File: src/rtl/btq_pkg.sv
package btq_pkg;
  localparam int unsigned OFS_W = 4;
  localparam logic [OFS_W-1:0] OFS_FLAG = 4'h0;
  localparam logic [OFS_W-1:0] OFS_SRC  = 4'h4;
  localparam logic [OFS_W-1:0] OFS_DST  = 4'h8;

  typedef enum logic [1:0] {
    SZ_BYTE = 2'b00,
    SZ_HALF = 2'b01,
    SZ_LONG = 2'b10,
    SZ_RSVD = 2'b11
  } btq_size_e;
endpackage

File: src/rtl/btq_store.sv
module btq_store #(
  parameter int unsigned DEPTH = 4,
  parameter int unsigned AW    = 32,
  parameter int unsigned FW    = 16
) (
  input  logic          clk,
  input  logic          rst,
  input  logic          push,
  input  logic [AW-1:0] push_src,
  input  logic [AW-1:0] push_dst,
  input  logic [FW-1:0] push_flg,
  input  logic          pop,
  input  logic          ovf_clr,
  output logic [AW-1:0] head_src,
  output logic [AW-1:0] head_dst,
  output logic [FW-1:0] head_flg,
  output logic          empty,
  output logic          ovf
);
  localparam int unsigned PW = (DEPTH > 1) ? $clog2(DEPTH) : 1;
  localparam int unsigned CW = $clog2(DEPTH + 1);
  localparam logic [PW-1:0] LAST = PW'(DEPTH - 1);
  localparam logic [CW-1:0] FULLC = CW'(DEPTH);

  logic [AW-1:0] mem_src [DEPTH];
  logic [AW-1:0] mem_dst [DEPTH];
  logic [FW-1:0] mem_flg [DEPTH];
  logic [PW-1:0] wr_ptr, rd_ptr;
  logic [CW-1:0] count;
  logic full, pop_eff, drop, adv_rd;

  assign full    = (count == FULLC);
  assign empty   = (count == '0);
  assign pop_eff = pop && !empty;
  assign drop    = push && full && !pop_eff;
  assign adv_rd  = pop_eff || drop;

  // storage without reset so it maps onto RAM
  always_ff @(posedge clk) begin
    if (push) begin
      mem_src[wr_ptr] <= push_src;
      mem_dst[wr_ptr] <= push_dst;
      mem_flg[wr_ptr] <= push_flg;
    end
  end

  assign head_src = mem_src[rd_ptr];
  assign head_dst = mem_dst[rd_ptr];
  assign head_flg = mem_flg[rd_ptr];

  always_ff @(posedge clk) begin
    if (rst) begin
      wr_ptr <= '0;
      rd_ptr <= '0;
      count  <= '0;
      ovf    <= 1'b0;
    end else begin
      if (push)   wr_ptr <= (wr_ptr == LAST) ? '0 : wr_ptr + 1'b1;
      if (adv_rd) rd_ptr <= (rd_ptr == LAST) ? '0 : rd_ptr + 1'b1;
      if (push && !pop_eff && !full) count <= count + 1'b1;
      else if (!push && pop_eff)     count <= count - 1'b1;
      if (drop)         ovf <= 1'b1;
      else if (ovf_clr) ovf <= 1'b0;
    end
  end

  assert_count_range_R2: assert property (@(posedge clk) disable iff (rst)
    count <= FULLC);
  assert_no_pop_empty_R8: assert property (@(posedge clk) disable iff (rst)
    (empty && pop && !push) |=> empty);
  assert_ovf_set_R6: assert property (@(posedge clk) disable iff (rst)
    (push && full && !pop) |=> (ovf && full));
  assert_ovf_clear_R7: assert property (@(posedge clk) disable iff (rst)
    (ovf_clr && !(push && full && !pop)) |=> !ovf);
  assert_swap_keeps_count_R9: assert property (@(posedge clk) disable iff (rst)
    (push && pop && !empty) |=> ($stable(count) && !$rose(ovf)));
endmodule

File: src/rtl/btq_rdport.sv
module btq_rdport
  import btq_pkg::*;
#(
  parameter int unsigned AW = 32,
  parameter int unsigned FW = 16,
  parameter int unsigned DW = 32
) (
  input  logic             clk,
  input  logic             rst,
  input  logic             rd_en,
  input  logic [OFS_W-1:0] rd_addr,
  input  logic [1:0]       rd_size,
  input  logic [AW-1:0]    head_src,
  input  logic [AW-1:0]    head_dst,
  input  logic [FW-1:0]    head_flg,
  input  logic             empty,
  output logic             pop,
  output logic             ovf_clr,
  output logic [DW-1:0]    rd_data
);
  logic sel_flg, sel_src, sel_dst, is_long;
  logic [DW-1:0] nxt;

  assign sel_flg = rd_en && (rd_addr == OFS_FLAG);
  assign sel_src = rd_en && (rd_addr == OFS_SRC);
  assign sel_dst = rd_en && (rd_addr == OFS_DST);
  assign is_long = (btq_size_e'(rd_size) == SZ_LONG);

  assign pop     = sel_dst && is_long && !empty;
  assign ovf_clr = sel_flg;

  always_comb begin
    nxt = '0;
    if (!empty) begin
      if (sel_flg)                nxt = DW'(head_flg);
      else if (sel_src && is_long) nxt = DW'(head_src);
      else if (sel_dst && is_long) nxt = DW'(head_dst);
    end
  end

  always_ff @(posedge clk) begin
    if (rst)        rd_data <= '0;
    else if (rd_en) rd_data <= nxt;
  end

  assert_short_read_zero_R5: assert property (@(posedge clk) disable iff (rst)
    (rd_en && (rd_addr == OFS_SRC || rd_addr == OFS_DST) && !is_long) |=> (rd_data == '0));
  assert_empty_read_zero_R8: assert property (@(posedge clk) disable iff (rst)
    (rd_en && empty) |=> (rd_data == '0));
  assert_hold_idle_R10: assert property (@(posedge clk) disable iff (rst)
    !rd_en |=> $stable(rd_data));
endmodule

File: src/rtl/btq_top.sv
module btq_top
  import btq_pkg::*;
#(
  parameter int unsigned DEPTH = 4,
  parameter int unsigned AW    = 32,
  parameter int unsigned FW    = 16,
  parameter int unsigned DW    = 32
) (
  input  logic          clk,
  input  logic          rst,
  input  logic          br_valid,
  input  logic [AW-1:0] br_src,
  input  logic [AW-1:0] br_dst,
  input  logic [FW-1:0] br_flags,
  input  logic          rd_en,
  input  logic [3:0]    rd_addr,
  input  logic [1:0]    rd_size,
  output logic [DW-1:0] rd_data,
  output logic          q_empty,
  output logic          q_overflow
);
  logic [AW-1:0] h_src, h_dst;
  logic [FW-1:0] h_flg;
  logic do_pop, do_clr;

  btq_store #(.DEPTH(DEPTH), .AW(AW), .FW(FW)) u_store (
    .clk(clk), .rst(rst),
    .push(br_valid), .push_src(br_src), .push_dst(br_dst), .push_flg(br_flags),
    .pop(do_pop), .ovf_clr(do_clr),
    .head_src(h_src), .head_dst(h_dst), .head_flg(h_flg),
    .empty(q_empty), .ovf(q_overflow)
  );

  btq_rdport #(.AW(AW), .FW(FW), .DW(DW)) u_rdport (
    .clk(clk), .rst(rst),
    .rd_en(rd_en), .rd_addr(rd_addr), .rd_size(rd_size),
    .head_src(h_src), .head_dst(h_dst), .head_flg(h_flg), .empty(q_empty),
    .pop(do_pop), .ovf_clr(do_clr), .rd_data(rd_data)
  );

  assert_reset_state_R1: assert property (@(posedge clk)
    rst |=> (q_empty && !q_overflow && rd_data == '0));
endmodule

File: config.mk
export PLATFORM = sky130hd
export DESIGN_NAME = btq_top
export DESIGN_NICKNAME = d
export VERILOG_FILES = /design/src/rtl/btq_pkg.sv /design/src/rtl/btq_store.sv /design/src/rtl/btq_rdport.sv /design/src/rtl/btq_top.sv
export SDC_FILE = /design/constraint.sdc
export NUM_CORES = 1
export LEC_CHECK = 0
export ABC_AREA = 1
export BUFFER_PORTS_ARGS = -buffer_cell sky130_fd_sc_hd__buf_2
export CORE_MARGIN = 2
export CORE_UTILIZATION = 59
export CTS_CLUSTER_DIAMETER = 80
export DETAILED_ROUTE_END_ITERATION = 7
export PLACE_DENSITY = 0.79
export SLEW_MARGIN = 20
export SYNTH_ARGS = -nofsm -noshare
export SYNTH_HDL_FRONTEND = slang
export SYNTH_SLANG_ARGS = --single-unit
export TNS_END_PERCENT = 20
File: constraint.sdc
create_clock -name clk -period 3.7 [get_ports clk]
set_input_delay 0.555 -clock clk [delete_from_list [all_inputs] [get_ports clk]]
set_output_delay 0.555 -clock clk [all_outputs]
set_load 0.01 [all_outputs]
==> results.cfg, run 1 <==
[run]
cap_violations = 0

[floorplanning]
fp.dieH_um = 162
initial_utilization_pct = 60.3
num_io_pins = 124
core_um2 = 24500
die_area_um2 = 26300
rows = 57
die_x_um = 162

[cts]
htree_levels = 2
clk_latency_ps = 520
cts_root_buffer = clkbuf_16
clk_pin_slew_ps = 60
clockBufferDepth = 3
numCtsBuffers = 37
cts_tree = yes
cts_resized = 0
cts_sinks = 362
postCtsSetupBuffers = 0
cts_hold_buf = 0

[synth]
synth_fp_nets = 1434
netlist_area_um2 = 14800
ys_types = 25
synth_top_family_by_area = simple AND/OR/NAND/NOR gates
ys.flop_type = edfxtp_1
yosys.area_share.adder_pct = 0.560
synth-simple-area-share_pct = 20.8
synth_top_area_cell = edfxtp_1
syn-instance-count = 1338
ys_top_cells_by_area = edfxtp_1 65%, nand2_1 12%, nand3_1 7.7%, dfxtp_1 5.7%, inv_1 2.6%
avgSynthCellArea_um2 = 11.0
synthDominantCellAreaShare_pct = 65.1
synth_seq_cells = 362
synthMuxAreaShare_pct = 0
async_reset_ff_share_pct = 0
synth_xor_area_share_pct = 0
yosysWarnings = 0
ys_seq_area_share_pct = 70.8
synth_compound_area_share_pct = 2.28
synth_edf_count = 320

[finish]
post-route-util_pct = 68.6
areaGrowthSynthToFinish_pct = 13.7
fill_cells = 1651
design_area_um2 = 16800
final_nets = 1542
drive_gt1_share_pct = 14.9
fin_cells = 1800

[worst_setup_path]
r2r_slack_ps = 1240
cp.arrival_ps = 1960
cp_data_required_time_ps = 3140
max_stage_delay_ps = 570
crit_type = register to output port
slowest_stage = nand2_1
r2r_end = u_store.count[2]
worstReg2RegStart = u_store.count[0]
reg2reg_depth = 9
path_cells = nor2_1 > nand2_1 > inv_1 > buf_2
critPathCaptureType = output port
setup.worst_path.end = q_empty
critPathMaxFanout = 20
startpoint = u_store.count[0]
crit_path_start_kind = register

[routing]
firstDrtPassIters = 6
vias_per_cell = 5.66
vias = 10200
totalWireLength_um = 33900
remaining_drc_errors = 0
final_antenna_net_count = 0
drt_iter0_markers = 1277
wl_per_cell_um = 18.8

[placement]
gp_congestion = 0.797
dpl_cell_area_um2 = 15500
dp.cells = 1731
io_buffers = 123
post-dp-hpwl_um = 19700
dp_slack_ps = 1210

[pwr]
swShare_pct = 21.3
p_seq_share_pct = 52.3
power.internal_mw = 7.00
switchingPower_mw = 1.90
power_mw = 8.90
pwr-share-comb_pct = 5.9
power.density_nw_per_um2 = 530
clockPowerShare_pct = 41.8
max-vdd-ir-drop_uv = 417
leakagePower_nw = 6.75

[hold_path]
hold_class = input port to register
hp-start = br_flags[15]

[run_status]
status = completed

[timing]
fin_skew_ps = 26.1
maxSlewViolCount = 0
setup_viol = 0
period_needed_ps = 2510
worst_slack_ps = 1190
setup_tns_ps = 0
hold_viol = 0
relSlewSlack_pct = 28.5
rsz0062_at_grt = false
worst_slew_pin_slew_ps = 1070
holdWs_ps = 245
fmax_mhz = 398
period_share_pct = 67.9

[grt]
grt_max_degree = 87
grt_pass1_vias = 9620
antenna_found_initial = 5
grt_usage_pct = 25.6
grt_first_pass_wirelength_um = 51600
grt_overflow = 0
## routing by layer
metal,up-vias,global-route usage (%),share of wire (%)
li1,4721,-,-
met1,4854,35.9,39
met2,542,42.1,49
met3,58,3.98,9.7
met4,4,7.12,2.0
met5,-,0,0.074
## cell families (layout without fill, tap and decap cells)
family,after synthesis,count (layout)
other cells,0,2
fa+ha+maj,6,6
flops,362,362
buf+inv,179,315
compound gates,60,60
simple gates,731,731
## layout by cell type, fill, tap and decap left out, drive strengths merged
master  netlist  final
clkinv        0     14
nand3       226    226
buf          56    140
ha            5      5
or2           1      1
diode         0      2
nor2         21     21
a21oi        52     52
nor3          2      2
clkbuf       15     53
inv         108    105
nand2       480    480
nand4         1      1
dfxtp        42     42
edfxtp      320    320
bufinv        0      3
o211ai        1      1
fa            1      1
o21ai         7      7
## synthesized netlist by cell type (5+ instances only)
| cell | n |
|---|---|
| edfxtp_1 | 320 |
| nand3_1 | 226 |
| buf_4 | 14 |
| dfxtp_1 | 42 |
| ha_1 | 5 |
| nor2_1 | 16 |
| a21oi_2 | 9 |
| inv_1 | 104 |
| buf_6 | 7 |
| clkbuf_1 | 15 |
| nand2_1 | 479 |
| buf_2 | 31 |
| a21oi_1 | 43 |
| o21ai_0 | 7 |
## how the worst min path moves through the flow
stage / cells past startpoint / end / slack, ps
after floorplan: 2 / register / 480
after global placement: 2 / u_rdport.rd_data[0] / 470
after detailed placement: 2 / u_rdport.rd_data[16] / 480
after CTS: 1 / u_store.mem_flg[0][15] / 230
after global routing: 1 / u_store.mem_src[1][21] / 230
final: 1 / u_store.mem_flg[0][15] / 250
## final cells by class
class	count	area, µm²	share of cell area [%]
diodes	2	5.00	0.0298
clock buffers	53	1080	6.44
clock inverters	14	144	0.858
inverters	108	413	2.46
multi-input cells	797	3480	20.8
flip-flops and latches	362	10500	62.3
well taps	324	405	2.42
repair buffers	140	793	4.73
## sequential cells by signal, indices dropped and copies added, names as in the netlist, named ones only
| register | cells |
|---|---|
| u_store.mem_dst | 128 |
| u_store.mem_src | 128 |
| u_store.mem_flg | 64 |
| u_rdport.rd_data | 32 |
| u_store.count | 3 |
| u_store.rd_ptr | 2 |
| u_store.wr_ptr | 2 |
| u_store.ovf | 1 |
## power groups by stage
stage	logic, mW	registers (mW)	clock network (mW)
2_1_floorplan	0.318	4.74	0
3_3_place_gp	0.501	4.73	0
3_5_place_dp	0.519	4.74	0
4_1_cts	0.522	4.65	3.74
5_1_grt	0.582	4.66	3.91
6_report	0.526	4.65	3.72
## critical path: cells and delay by family, from the launching register on
kind / cells / cell delay, ps
AND/OR/NAND/NOR: 2 / 640
buffers and inverters: 2 / 400
flip-flops: 1 / 410
Note: power is estimated with default switching activity, not from simulation.
==> run 2: changes to the inputs <==
- ABC_AREA: 1 -> 0
- clock period: 3.7 -> 2.5 ns (I/O delays scaled with it)
==> run 2 against run 1 <==
Global-route usage is 2.9 points lower. Utilization is 1.9 points higher. Final cell count is 31% lower.
==> results.cfg, run 2 <==
[run_status]
status = completed

[cts]
numCtsBuffers = 37
cts_sinks = 362
clk_latency_ps = 510
clk_pin_slew_ps = 60
cts_root_buffer = clkbuf_16
cts_resized = 0
htree_levels = 2
postCtsSetupBuffers = 0
cts_tree = yes
cts_hold_buf = 0
clockBufferDepth = 3

[synth]
synth_common_cells = 320 x edfxtp_1, 99 x mux2i_1, 48 x o22ai_1
ys_seq_area_share_pct = 76.1
synth_edf_count = 320
avgSynthCellArea_um2 = 18.5
ys_types = 43
syn-instance-count = 744
ys_top_cells_by_area = edfxtp_1 70%, mux2i_1 7.2%, dfxtp_1 6.1%, mux4_2 5.2%, o22ai_1 2.2%
netlist_area_um2 = 13700
synthDominantCellAreaShare_pct = 70.0
synth_fp_nets = 840
yosysWarnings = 0
ys.flop_type = edfxtp_1
synth_seq_cells = 362
yosysMostFrequentCell = edfxtp_1
synth_top_area_cell = edfxtp_1
async_reset_ff_share_pct = 0

[timing]
period_share_pct = 84.4
worst_slew_pin_slew_ps = 1090
rsz0062_at_grt = false
maxSlewViolCount = 0
worst_slack_ps = 391
relSlewSlack_pct = 27.6
hold_viol = 0
fmax_mhz = 474
period_needed_ps = 2110
setup_tns_ps = 0
setup_viol = 0
fin_skew_ps = 14.6

[placement]
gp_congestion = 0.784
dp_slack_ps = 132
dpl_cell_area_um2 = 14900
post-dp-hpwl_um = 16200
io_buffers = 123

[floorplanning]
fp.dieH_um = 157
core_um2 = 22800
die_x_um = 157
die_area_um2 = 24500
rows = 55
initial_utilization_pct = 60.3
num_io_pins = 124

[grt]
grt_use_met3_pct = 3.90
grt_first_pass_wirelength_um = 41700
antenna_found_initial = 4
grt_util_met1_pct = 30.9
busiest_layer = met2
globalRouteMet2Util_pct = 36.8
grt_overflow = 0
grt_usage_pct = 22.6
grt_max_degree = 44
grt_pass1_vias = 7444

[pwr]
power.density_nw_per_um2 = 797
leakagePower_nw = 5.31
max-vdd-ir-drop_uv = 569

[worst_setup_path]
crit_path_start_kind = register
max_stage_delay_ps = 500
r2r_end = u_store.count[2]
path_cells = or3b_2 > o311ai_0 > buf_4 > fa_1 > nor2_1 > nor4b_1 > o21bai_1 > a31oi_1
r2r_slack_ps = 390
crit_type = register to register
reg2reg_depth = 8
slowest_stage = dfxtp_1
worstReg2RegStart = u_store.count[1]
cp_data_required_time_ps = 2940
critPathMaxFanout = 9
crit_buf_inv = 1
cp.arrival_ps = 2550
cp_top_family = simple AND/OR/NAND/NOR gates
critPathCaptureType = register

[hold_path]
hold_class = input port to register
hold_depth = 1
hold_path_end = u_store.mem_src[2][26]
hp-start = br_src[26]

[routing]
totalWireLength_um = 27200
vias = 7373
remaining_drc_errors = 0
drt_iter0_markers = 732
vias_per_cell = 5.95
firstDrtPassIters = 5
wl_per_cell_um = 22.0
final_antenna_net_count = 0

[finish]
areaGrowthSynthToFinish_pct = 16.9
reg_top3 = u_store.mem_dst: 128 flops, u_store.mem_src: 128 flops, u_store.mem_flg: 64 flops
drive_gt1_share_pct = 27.7
final_nets = 990
layout_commonest_cell = edfxtp_1
fill_cells = 1377
design_area_um2 = 16100
seq_area_um2 = 10500
multiInputGateArea_um2 = 3130
post-route-util_pct = 70.5
mostFrequentLayoutCells = 320 x edfxtp_1, 123 x buf_2, 99 x mux2i_1

[run]
cap_violations = 0
-- run 2: cell types whose count changed in the layout (fill, tap and decap cells not counted), sizes merged, moves of 9 or more --
cell,change
nand3,-225
o31ai,+15
buf,+12
a221o,+16
mux2i,+99
nand2,-461
o21a,+16
clkbuf,-9
o22ai,+48
nor2,+18
inv,-102
mux4,+32
a21oi,-48
-- run 2: worst max-delay path by stage --
| stage | from | to | slack (ps) | depth (start not counted) |
|---|---|---|---|---|
| final | u_store.count[1] | u_store.count[2] | 390 | 8 |
| after floorplan | br_valid | u_store.mem_dst[2][0] | -530 | 2 |
| after global routing | u_store.count[1] | u_store.count[2] | 180 | 8 |
| after global placement | rd_size[0] | u_store.count[2] | 240 | 9 |
| after CTS | u_store.count[1] | u_store.count[2] | 390 | 8 |
| after detailed placement | rd_size[0] | u_store.count[2] | 130 | 9 |
-- run 2: metrics by stage --
| step | power [mW] | cells | hold WS (ps) |
|---|---|---|---|
| after floorplan | 7.61 | 744 | 468 |
| after global placement | 7.95 | 1168 | 431 |
| after detailed placement | 7.98 | 1168 | 444 |
| after CTS | 12.9 | 1234 | 55.8 |
| after global routing | 13.2 | 1238 | 55.0 |
| final | 12.8 | 1239 | 75.9 |
-- run 2: power breakdown --
group          leakage, nW  internal [mW]  switching [mW]
sequential            3.28           6.85          0.0789
clock                0.539           2.79            2.14
combinational         1.49          0.397           0.538
-- run 2: cells by family (layout without fill, tap and decap cells) --
kind of cell | after synthesis | count (layout) | synth area share [%]
flops | 362 | 362 | 76.1
mux | 131 | 131 | 12.5
compound gates | 111 | 111 | 6.17
simple gates | 89 | 89 | 3.32
buf+inv | 44 | 221 | 1.31
fa+ha+maj | 6 | 6 | 0.601
xor+xnor | 1 | 1 | 0.0638
other cells | 0 | 5 | 0
-- run 2: area by class of cell --
type | count | area share, %
flip-flops and latches | 362 | 65.1
multi-input cells | 338 | 19.5
clock buffers | 44 | 6.06
repair buffers | 152 | 5.97
well taps | 313 | 2.44
clock inverters | 22 | 0.756
diodes | 5 | 0.0779
inverters | 3 | 0.0701
-- run 2: layer usage --
layer,vias up,share of wire (%)
met4,0,2.8
met1,3686,41
li1,3320,-
met5,-,0
met2,301,50
met3,66,6.6
==> run 3: changes to the inputs <==
- ABC_AREA: 0 -> 1
- clock period: 2.5 -> 2 ns (I/O delays scaled with it)
==> run 3 against run 2 <==
First-iteration DRC count grew 43%. Clock power rose by 31%. Highest routed layer is now met5. Largest power group unchanged. Fmax rose by 13%. Setup slack worse by 250 ps. Final cell count up 50%. Non-clock buffer count grew 50. Die area grew 7.2%.
==> results.cfg, run 3 (same netlist as run 1, synthesis figures left out) <==
[finish]
areaGrowthSynthToFinish_pct = 18.6
post-route-util_pct = 71.5
mostFrequentLayoutCells = 475 x nand2_1, 320 x edfxtp_1, 226 x nand3_1
reg_top3 = u_store.mem_dst: 128 flops, u_store.mem_src: 128 flops, u_store.mem_flg: 64 flops
drive_gt1_share_pct = 15.3
fill_cells = 1609
fin_cells = 1862
layout_commonest_cell = nand2_1
final_nets = 1604

[timing]
period_share_pct = 93.0
setup_tns_ps = 0
hold_viol = 0
rsz0062_at_grt = false
fin_skew_ps = 12.8
worst_slack_ps = 140
maxSlewViolCount = 0
fmax_mhz = 538
worst_slew_pin_slew_ps = 602
period_needed_ps = 1860
relSlewSlack_pct = 59.8
setup_viol = 0

[floorplanning]
core_um2 = 24500
rows = 57
initial_utilization_pct = 60.3
num_io_pins = 124
die_area_um2 = 26300
fp.dieH_um = 162
die_x_um = 162

[run]
cap_violations = 0

[cts]
postCtsSetupBuffers = 0
clockBufferDepth = 3
cts_sinks = 362
cts_resized = 0
cts_tree = yes
numCtsBuffers = 37
cts_hold_buf = 52
clk_latency_ps = 520
cts_root_buffer = clkbuf_16
htree_levels = 2
clk_pin_slew_ps = 60

[worst_setup_path]
path_cells = nor2_1 > nand2_1 > nand3_1 > nand2_1 > fa_1 > inv_1 > nand4_1 > a21oi_1 > nor2_1
critPathCaptureType = register
startpoint = u_store.count[0]
setup.worst_path.end = u_store.count[2]
critPathMaxFanout = 5
cp_data_required_time_ps = 2410
worstReg2RegStart = u_store.count[0]
reg2reg_depth = 9
slowest_stage = fa_1
r2r_end = u_store.count[2]
crit_type = register to register
max_stage_delay_ps = 410
cp.arrival_ps = 2270
r2r_slack_ps = 140
crit_path_start_kind = register

[routing]
firstDrtPassIters = 5
wl_met1_um = 13800
vias_per_cell = 5.47
dr_wl_met2_um = 16200
highest_layer = met5
wl_per_cell_um = 18.1
final_antenna_net_count = 0
totalWireLength_um = 33700
route.met3.wl_um = 2850
remaining_drc_errors = 0
drt_iter0_markers = 1046
vias = 10200

[pwr]
max-vdd-ir-drop_uv = 617
leakagePower_nw = 7.00
power.density_nw_per_um2 = 925
power_mw = 16.2

[hold_path]
hold_class = input port to register

[grt]
grt_overflow = 0
grt_first_pass_wirelength_um = 52600
grt_max_degree = 136
antenna_found_initial = 3
grt_pass1_vias = 9931
grt_usage_pct = 25.9

[placement]
dp.cells = 1740
io_buffers = 123
post-dp-hpwl_um = 19600
gp_congestion = 0.802
dp_slack_ps = 155

[run_status]
status = completed
[run 3: changes by cell type in the layout (fill, tap and decap cells not counted), sizes merged, moves of 53 or more]
cell         change
dlygate4sd3     +53
inv            +102
mux2i           -99
nand2          +461
nand3          +225
[run 3: cell type report]
type	instances	area, µm²	share of cell area [%]
diodes	2	5.00	0.0286
clock buffers	57	1060	6.08
clock inverters	10	80.1	0.458
inverters	108	423	2.42
multi-input cells	797	3500	20.0
flip-flops and latches	362	10500	59.8
well taps	324	405	2.32
repair buffers	202	1570	8.95
[run 3: worst max-delay path: cells and delay by family, from the launching register on]
family,cells,cell delay [ps]
AO/OA/AOI/OAI,1,180
adder cells (fa/ha/maj),1,410
flip-flops,1,370
buffers and inverters,1,70
AND/OR/NAND/NOR,6,730
[run 3: report_power, final]
part / internal (mW) / total, mW / switching, mW
clock network: 3.80 / 6.47 / 2.67
registers: 8.53 / 8.61 / 0.0760
logic: 0.377 / 1.10 / 0.727
[run 3: worst min-delay path by stage]
| stage | end | depth (start not counted) | startpoint |
|---|---|---|---|
| after floorplan | u_store.mem_dst[0][0] | 0 | br_dst[0] |
| after global placement | u_rdport.rd_data[1] | 2 | u_rdport.rd_data[1] |
| after detailed placement | u_rdport.rd_data[29] | 2 | u_rdport.rd_data[29] |
| after CTS | u_store.mem_dst[0][0] | 1 | br_dst[0] |
| after global routing | u_store.mem_dst[1][24] | 1 | br_dst[24] |
| final | u_store.mem_dst[0][0] | 1 | br_dst[0] |
[run 3: through the flow]
step | hold WS [ps] | cell area (µm²)
after floorplan | 399 | 14800
after global placement | 451 | 15800
after detailed placement | 453 | 15800
after CTS | 0.0800 | 17500
after global routing | 1.28 | 17500
final | 7.10 | 17500
[run 3: routing by layer]
layer	vias to the layer above	global-route usage, %
li1	4839	-
met2	430	42.5
met4	2	8.57
met3	67	4.42
met1	4841	35.9
met5	-	0
